## config.mk

```make
export PLATFORM = sky130hd
export DESIGN_NAME = core_dbg_port
export DESIGN_NICKNAME = d
export VERILOG_FILES = /design/src/rtl/dbg_pkg.sv /design/src/rtl/dbg_bus_hs.sv /design/src/rtl/dbg_run_ctrl.sv /design/src/rtl/dbg_read_mux.sv /design/src/rtl/core_dbg_port.sv
export SDC_FILE = /design/constraint.sdc
export NUM_CORES = 1
export LEC_CHECK = 0
export BUFFER_PORTS_ARGS = -buffer_cell sky130_fd_sc_hd__buf_2
export CAP_MARGIN = 20
export CORE_AREA = 2 2 154 156
export CTS_BUF_LIST = sky130_fd_sc_hd__clkbuf_4 sky130_fd_sc_hd__clkbuf_8
export CTS_CLUSTER_DIAMETER = 40
export DETAILED_ROUTE_END_ITERATION = 8
export DIE_AREA = 0 0 156 158
export GPL_TIMING_DRIVEN = 0
export PLACE_DENSITY = 0.49
export SETUP_SLACK_MARGIN = 0.1
export SYNTH_ARGS = -nofsm -noshare
export SYNTH_HDL_FRONTEND = slang
export SYNTH_SLANG_ARGS = --single-unit
```

## constraint.sdc

```tcl
create_clock -name clk -period 4.2 [get_ports clk]
set_input_delay 0.84 -clock clk [delete_from_list [all_inputs] [get_ports clk]]
set_output_delay 0.84 -clock clk [all_outputs]
set_load 0.005 [all_outputs]
```

## src/rtl/dbg_pkg.sv

```systemverilog
package dbg_pkg;
  typedef enum logic [2:0] {
    RA_CMD   = 3'd0,
    RA_STAT  = 3'd1,
    RA_BRK   = 3'd2,
    RA_CR    = 3'd3,
    RA_XER   = 3'd4,
    RA_MSR   = 3'd5,
    RA_GIDX  = 3'd6,
    RA_GDATA = 3'd7
  } dbg_reg_e;

  localparam int CMD_HALT  = 0;
  localparam int CMD_RESET = 1;
  localparam int CMD_RUN   = 2;

  localparam int ST_HALTED = 0;
  localparam int ST_TERM   = 1;
endpackage

```

## src/rtl/dbg_bus_hs.sv

```systemverilog
module dbg_bus_hs (
  input  logic clk,
  input  logic rst_n,
  input  logic req,
  output logic fire,
  output logic ack
);
  logic busy_q, busy_d, ack_d;

  always_comb begin
    fire   = req & ~busy_q;
    ack_d  = fire;
    busy_d = req & (busy_q | fire);
  end

  always_ff @(posedge clk or negedge rst_n) begin
    if (!rst_n) begin
      busy_q <= 1'b0;
      ack    <= 1'b0;
    end else begin
      busy_q <= busy_d;
      ack    <= ack_d;
    end
  end

  a_r1_ack_single: assert property (@(posedge clk) disable iff (!rst_n)
    ack |=> !ack);
  a_r1_ack_after_req: assert property (@(posedge clk) disable iff (!rst_n)
    $rose(ack) |-> $past(req));
endmodule

```

## src/rtl/dbg_run_ctrl.sv

```systemverilog
module dbg_run_ctrl #(
  parameter int FA_W = 32
) (
  input  logic            clk,
  input  logic            rst_n,
  input  logic            cmd_halt,
  input  logic            cmd_reset,
  input  logic            cmd_run,
  input  logic            brk_we,
  input  logic [FA_W-1:0] brk_wdata,
  input  logic            fetch_valid,
  input  logic [FA_W-1:0] fetch_addr,
  output logic [FA_W-1:0] brk_addr,
  output logic            halted,
  output logic            core_stop,
  output logic            core_rst
);
  logic            halt_q, halt_d;
  logic            armed_q, armed_d;
  logic [FA_W-1:0] brk_q, brk_d;
  logic            rst_q, rst_d;
  logic            hit;

  always_comb begin
    hit     = armed_q & fetch_valid & (fetch_addr == brk_q);
    brk_d   = brk_we ? brk_wdata : brk_q;
    armed_d = armed_q | brk_we;
    rst_d   = cmd_reset;
    if (hit || cmd_halt)
      halt_d = 1'b1;
    else if (cmd_reset || cmd_run)
      halt_d = 1'b0;
    else
      halt_d = halt_q;
  end

  always_ff @(posedge clk or negedge rst_n) begin
    if (!rst_n) begin
      halt_q  <= 1'b0;
      armed_q <= 1'b0;
      brk_q   <= '0;
      rst_q   <= 1'b0;
    end else begin
      halt_q  <= halt_d;
      armed_q <= armed_d;
      brk_q   <= brk_d;
      rst_q   <= rst_d;
    end
  end

  assign brk_addr  = brk_q;
  assign halted    = halt_q;
  assign core_stop = halt_q | hit;
  assign core_rst  = rst_q;

  a_r3_halt_holds: assert property (@(posedge clk) disable iff (!rst_n)
    (halt_q && !cmd_run && !cmd_reset) |=> halt_q);
  a_r4_rst_pulse: assert property (@(posedge clk) disable iff (!rst_n)
    core_rst |=> !core_rst);
  a_r5_hit_latches: assert property (@(posedge clk) disable iff (!rst_n)
    hit |=> halt_q);
  a_r6_hit_beats_run: assert property (@(posedge clk) disable iff (!rst_n)
    (hit && cmd_run) |=> halt_q);
endmodule

```

## src/rtl/dbg_read_mux.sv

```systemverilog
module dbg_read_mux
  import dbg_pkg::*;
#(
  parameter int DW    = 64,
  parameter int FA_W  = 32,
  parameter int CR_W  = 32,
  parameter int IDX_W = 5
) (
  input  logic [2:0]       sel,
  input  logic             halted,
  input  logic             core_busy,
  input  logic             core_terminated,
  input  logic [FA_W-1:0]  brk_addr,
  input  logic [CR_W-1:0]  cr_val,
  input  logic [DW-1:0]    xer_val,
  input  logic [DW-1:0]    msr_val,
  input  logic [IDX_W-1:0] idx,
  input  logic [DW-1:0]    gpr_data,
  output logic [DW-1:0]    value
);
  always_comb begin
    value = '0;
    case (dbg_reg_e'(sel))
      RA_STAT: begin
        value[ST_HALTED] = halted & ~core_busy;
        value[ST_TERM]   = core_terminated;
      end
      RA_BRK:   value[FA_W-1:0]  = brk_addr;
      RA_CR:    value[CR_W-1:0]  = cr_val;
      RA_XER:   value            = xer_val;
      RA_MSR:   value            = msr_val;
      RA_GIDX:  value[IDX_W-1:0] = idx;
      RA_GDATA: value            = gpr_data;
      default:  value            = '0;
    endcase
  end
endmodule

```

## src/rtl/core_dbg_port.sv

```systemverilog
module core_dbg_port
  import dbg_pkg::*;
#(
  parameter int DW    = 64,
  parameter int FA_W  = 32,
  parameter int CR_W  = 32,
  parameter int N_GPR = 32,
  localparam int IDX_W = $clog2(N_GPR)
) (
  input  logic             clk,
  input  logic             dbg_rst_n,
  input  logic             req,
  input  logic             we,
  input  logic [2:0]       addr,
  input  logic [DW-1:0]    wdata,
  output logic             ack,
  output logic [DW-1:0]    rdata,
  output logic             core_stop,
  output logic             core_rst,
  input  logic             fetch_valid,
  input  logic [FA_W-1:0]  fetch_addr,
  input  logic             core_busy,
  input  logic             core_terminated,
  input  logic [CR_W-1:0]  cr_val,
  input  logic [DW-1:0]    xer_val,
  input  logic [DW-1:0]    msr_val,
  output logic [IDX_W-1:0] gpr_idx,
  input  logic [DW-1:0]    gpr_data
);
  logic             fire;
  logic             wr_cmd, wr_brk, wr_idx;
  logic             halted;
  logic [FA_W-1:0]  brk_addr;
  logic [DW-1:0]    rd_val;
  logic [DW-1:0]    rdata_q, rdata_d;
  logic [IDX_W-1:0] idx_q, idx_d;

  dbg_bus_hs u_hs (
    .clk   (clk),
    .rst_n (dbg_rst_n),
    .req   (req),
    .fire  (fire),
    .ack   (ack)
  );

  always_comb begin
    wr_cmd = fire & we & (addr == RA_CMD);
    wr_brk = fire & we & (addr == RA_BRK);
    wr_idx = fire & we & (addr == RA_GIDX);
  end

  dbg_run_ctrl #(.FA_W(FA_W)) u_run (
    .clk         (clk),
    .rst_n       (dbg_rst_n),
    .cmd_halt    (wr_cmd & wdata[CMD_HALT]),
    .cmd_reset   (wr_cmd & wdata[CMD_RESET]),
    .cmd_run     (wr_cmd & wdata[CMD_RUN]),
    .brk_we      (wr_brk),
    .brk_wdata   (wdata[FA_W-1:0]),
    .fetch_valid (fetch_valid),
    .fetch_addr  (fetch_addr),
    .brk_addr    (brk_addr),
    .halted      (halted),
    .core_stop   (core_stop),
    .core_rst    (core_rst)
  );

  dbg_read_mux #(.DW(DW), .FA_W(FA_W), .CR_W(CR_W), .IDX_W(IDX_W)) u_mux (
    .sel             (addr),
    .halted          (halted),
    .core_busy       (core_busy),
    .core_terminated (core_terminated),
    .brk_addr        (brk_addr),
    .cr_val          (cr_val),
    .xer_val         (xer_val),
    .msr_val         (msr_val),
    .idx             (idx_q),
    .gpr_data        (gpr_data),
    .value           (rd_val)
  );

  always_comb begin
    idx_d   = wr_idx ? wdata[IDX_W-1:0] : idx_q;
    rdata_d = (fire && !we) ? rd_val : '0;
  end

  always_ff @(posedge clk or negedge dbg_rst_n) begin
    if (!dbg_rst_n) begin
      idx_q   <= '0;
      rdata_q <= '0;
    end else begin
      idx_q   <= idx_d;
      rdata_q <= rdata_d;
    end
  end

  assign rdata   = rdata_q;
  assign gpr_idx = idx_q;

  a_r2_rdata_quiet: assert property (@(posedge clk) disable iff (!dbg_rst_n)
    !ack |-> (rdata == '0));
  a_r4_rst_with_ack: assert property (@(posedge clk) disable iff (!dbg_rst_n)
    core_rst |-> ack);
endmodule

```

==> impl_metrics.tcl <==
set metrics [dict create \
    core-area_um2 23100 \
    avgSynthCellArea_um2 11.7 \
    drc 0 \
    async_reset_ff_share_pct 100 \
    synthCells 486 \
    start_kind "input port" \
    grt_max_degree 61 \
    tightest_slew_ps 775 \
    critPathRequiredTime_ps 3360 \
    place.gp.congestion 0.811 \
    initial_core_util_pct 24.7 \
    seqPwrFrac_pct 49.4 \
    rsz0062_at_grt "false" \
    outcome "complete, no violations" \
    clk_latency_ps 390 \
    setup_violations 0 \
    die_x_um 156 \
    cts_num_sinks 106 \
    design_area_um2 8140 \
    ctsRootBufferMaster "clkbuf_8" \
    cts_tree "yes" \
    fmax_mhz 305 \
    seq_area_frac_synth_pct 46.6 \
    ff_latch_area_um2 2650 \
    arrival_ps 2440 \
    final_cells 1167 \
    hpwl_mm 18.9 \
    grt_use_total_pct 18.7 \
    dpl_cell_area_um2 7940 \
    leakagePower_nw 4.27 \
    overflow 0 \
    yosys_most_used_dff "dfrtp_1" \
    cts-buffers-inserted 9 \
    reg2reg_depth 5 \
    final.setup.tns_ps 0 \
    maxCapViolations 0 \
    wl_per_cell_um 20.2 \
    hp-class "input port to asynchronous set/reset pin" \
    ys_types 41 \
    swShare_pct 30.5 \
    hold_buffers 0 \
    finalPower_mw 2.39 \
    synth_seq_cells 106 \
    placed_cells 1146 \
    cts_resized 0 \
    cp_max_fo 2 \
    postRouteAntennaNets 0 \
    cts_setup_buffers 0 \
    drtIter0Drc 395 \
    synth_edf_count 0 \
    skew_ps 11.9 \
    pwr-share-comb_pct 24.3 \
    path_clk_slew_ps 110 \
    fin_nets 1197 \
    multi_input_area_um2 2810 \
    synth_top_cells_by_area "dfrtp_1 (47%), mux2_2 (19%), a222oi_1 (4.9%), xor2_1 (4.8%), a22oi_1 (4.5%)" \
    pwr_density_cell_nw_per_um2 294 \
    ir_worst_vdd_mv 0.182 \
    cp-end-kind "output port" \
    timing.slew.headroom_pct 48.3 \
    drt-total-wl_mm 23.6 \
    mostFrequentLayoutCells "buf_2 (382), dfrtp_1 (106), mux2_2 (97), nor2_1 (66), a22oi_1 (34)" \
    drtPass1Iterations 7 \
    layout-drive-gt1-share_pct 59.2 \
    r2r-end "u_run.halted" \
    row_count 56 \
    avgViaCountPerCell 4.77 \
    cts_buffer_depth 2 \
    switchingPower_mw 0.731 \
    min_period_over_period_pct 78.1 \
    die_area_um2 24600 \
    yosysTopAreaCell "dfrtp_1" \
    synth_warnings 0 \
    internal-power_mw 1.66 \
    finalCriticalPeriod_ps 3280 \
    r2r_slack_ps 2300 \
    fillers 2416 \
    h-tree-depth 3 \
    final_common_cell "buf_2" \
    area_delta_synth_final_pct 42.9 \
    antenna_found_initial 5 \
    reg2reg_from "u_run.brk_addr[2]" \
    netlist_area_um2 5690 \
    grt_pass1_vias 5628 \
    vias 5572 \
    die_h_um 158 \
    hold_viol_final 0 \
    portBuffers 369 \
    synth_fp_nets 816 \
    clkPwrFrac_pct 26.3 \
    ios 402 \
    synth_top_area_share_pct 46.6 \
    grt_pass1_wl_mm 33.9 \
    critical_path_class "input port to output port" \
    timing.final.max_slew_violations 0 \
    fin_hold_ws_ps 375 \
]
-- cells in the mapped netlist, drive strengths merged (2+ instances only) --
master	number
dfrtp	106
mux2	100
nor2	68
a22oi	34
xor2	31
a222oi	28
a22o	27
buf	25
clkbuf	15
nor4	7
mux2i	4
nand2	4
o21ai	4
a21oi	3
nand3b	3
nor3	3
inv	2
mux4	2
nand2b	2
nand3	2
nand4	2
nor3b	2
or2	2
-- area by class of cell --
cell class              count  share of cell area, %
diodes                      5                  0.154
plain buffers              40                   2.71
clock buffers              10                   1.69
clock inverters             6                  0.600
inverters                   2                 0.0923
multi-input cells         338                   34.6
flip-flops and latches    106                   32.6
well taps                 290                   4.46
repair buffers            370                   23.1
-- cell families (layout without fill, tap and decap cells) --
group | after synthesis | in the layout | synth area share (%)
flip-flops | 106 | 106 | 46.6
XOR/XNOR | 32 | 32 | 4.92
other | 0 | 5 | 0
buffers and inverters | 42 | 428 | 4.00
AO/OA/AOI/OAI | 101 | 101 | 15.0
multiplexers | 106 | 106 | 21.3
AND/OR/NAND/NOR | 99 | 99 | 8.18
-- worst max-delay path, stage by stage --
cell     delay [ps]
buf_2           100
xor2_1          200
nor4_1          290
nand4_1         220
nor3_1          490
or2_2           200
buf_2           100
-- how the worst max path moves through the flow --
| stage | end | start | depth (start not counted) | slack, ps |
|---|---|---|---|---|
| CTS | core_stop | fetch_addr[2] | 7 | 920 |
| detailed placement | core_stop | fetch_addr[2] | 7 | 930 |
| finish | core_stop | fetch_addr[2] | 7 | 920 |
| floorplan | core_stop | fetch_addr[26] | 5 | 1680 |
| global placement | rdata[34] | dbg_rst_n | 1 | 820 |
| global route | core_stop | fetch_addr[2] | 7 | 780 |
-- per-layer routing --
layer  track usage (%)  wire [um]
met1              25.5      10500
met2              30.3      11200
met3              3.37       1370
met4              5.68        451
met5                 0          0
-- registers in the layout (all words and copies together), names as in the netlist --
name	count
gpr_idx	5
u_run.halted	1
u_run.core_rst	1
u_run.brk_addr	32
u_run.armed_q	1
rdata	64
u_hs.ack	1
u_hs.busy_q	1
-- per-stage QoR --
step | setup slack, ps | util (%)
final | 921 | 35.3
after global routing | 782 | 35.3
after CTS | 923 | 35.2
after detailed placement | 926 | 34.4
after global placement | 816 | 34.3
after floorplan | 1680 | -
-- power groups by stage --
stage / sequential, mW / combinational (mW) / clock, mW
global route: 1.20 / 0.639 / 0.704
global placement: 1.20 / 0.578 / 0
finish: 1.18 / 0.581 / 0.629
floorplan: 1.18 / 0.306 / 0
CTS: 1.19 / 0.587 / 0.666
detailed placement: 1.21 / 0.584 / 0
(Power assumes the default switching activity.)
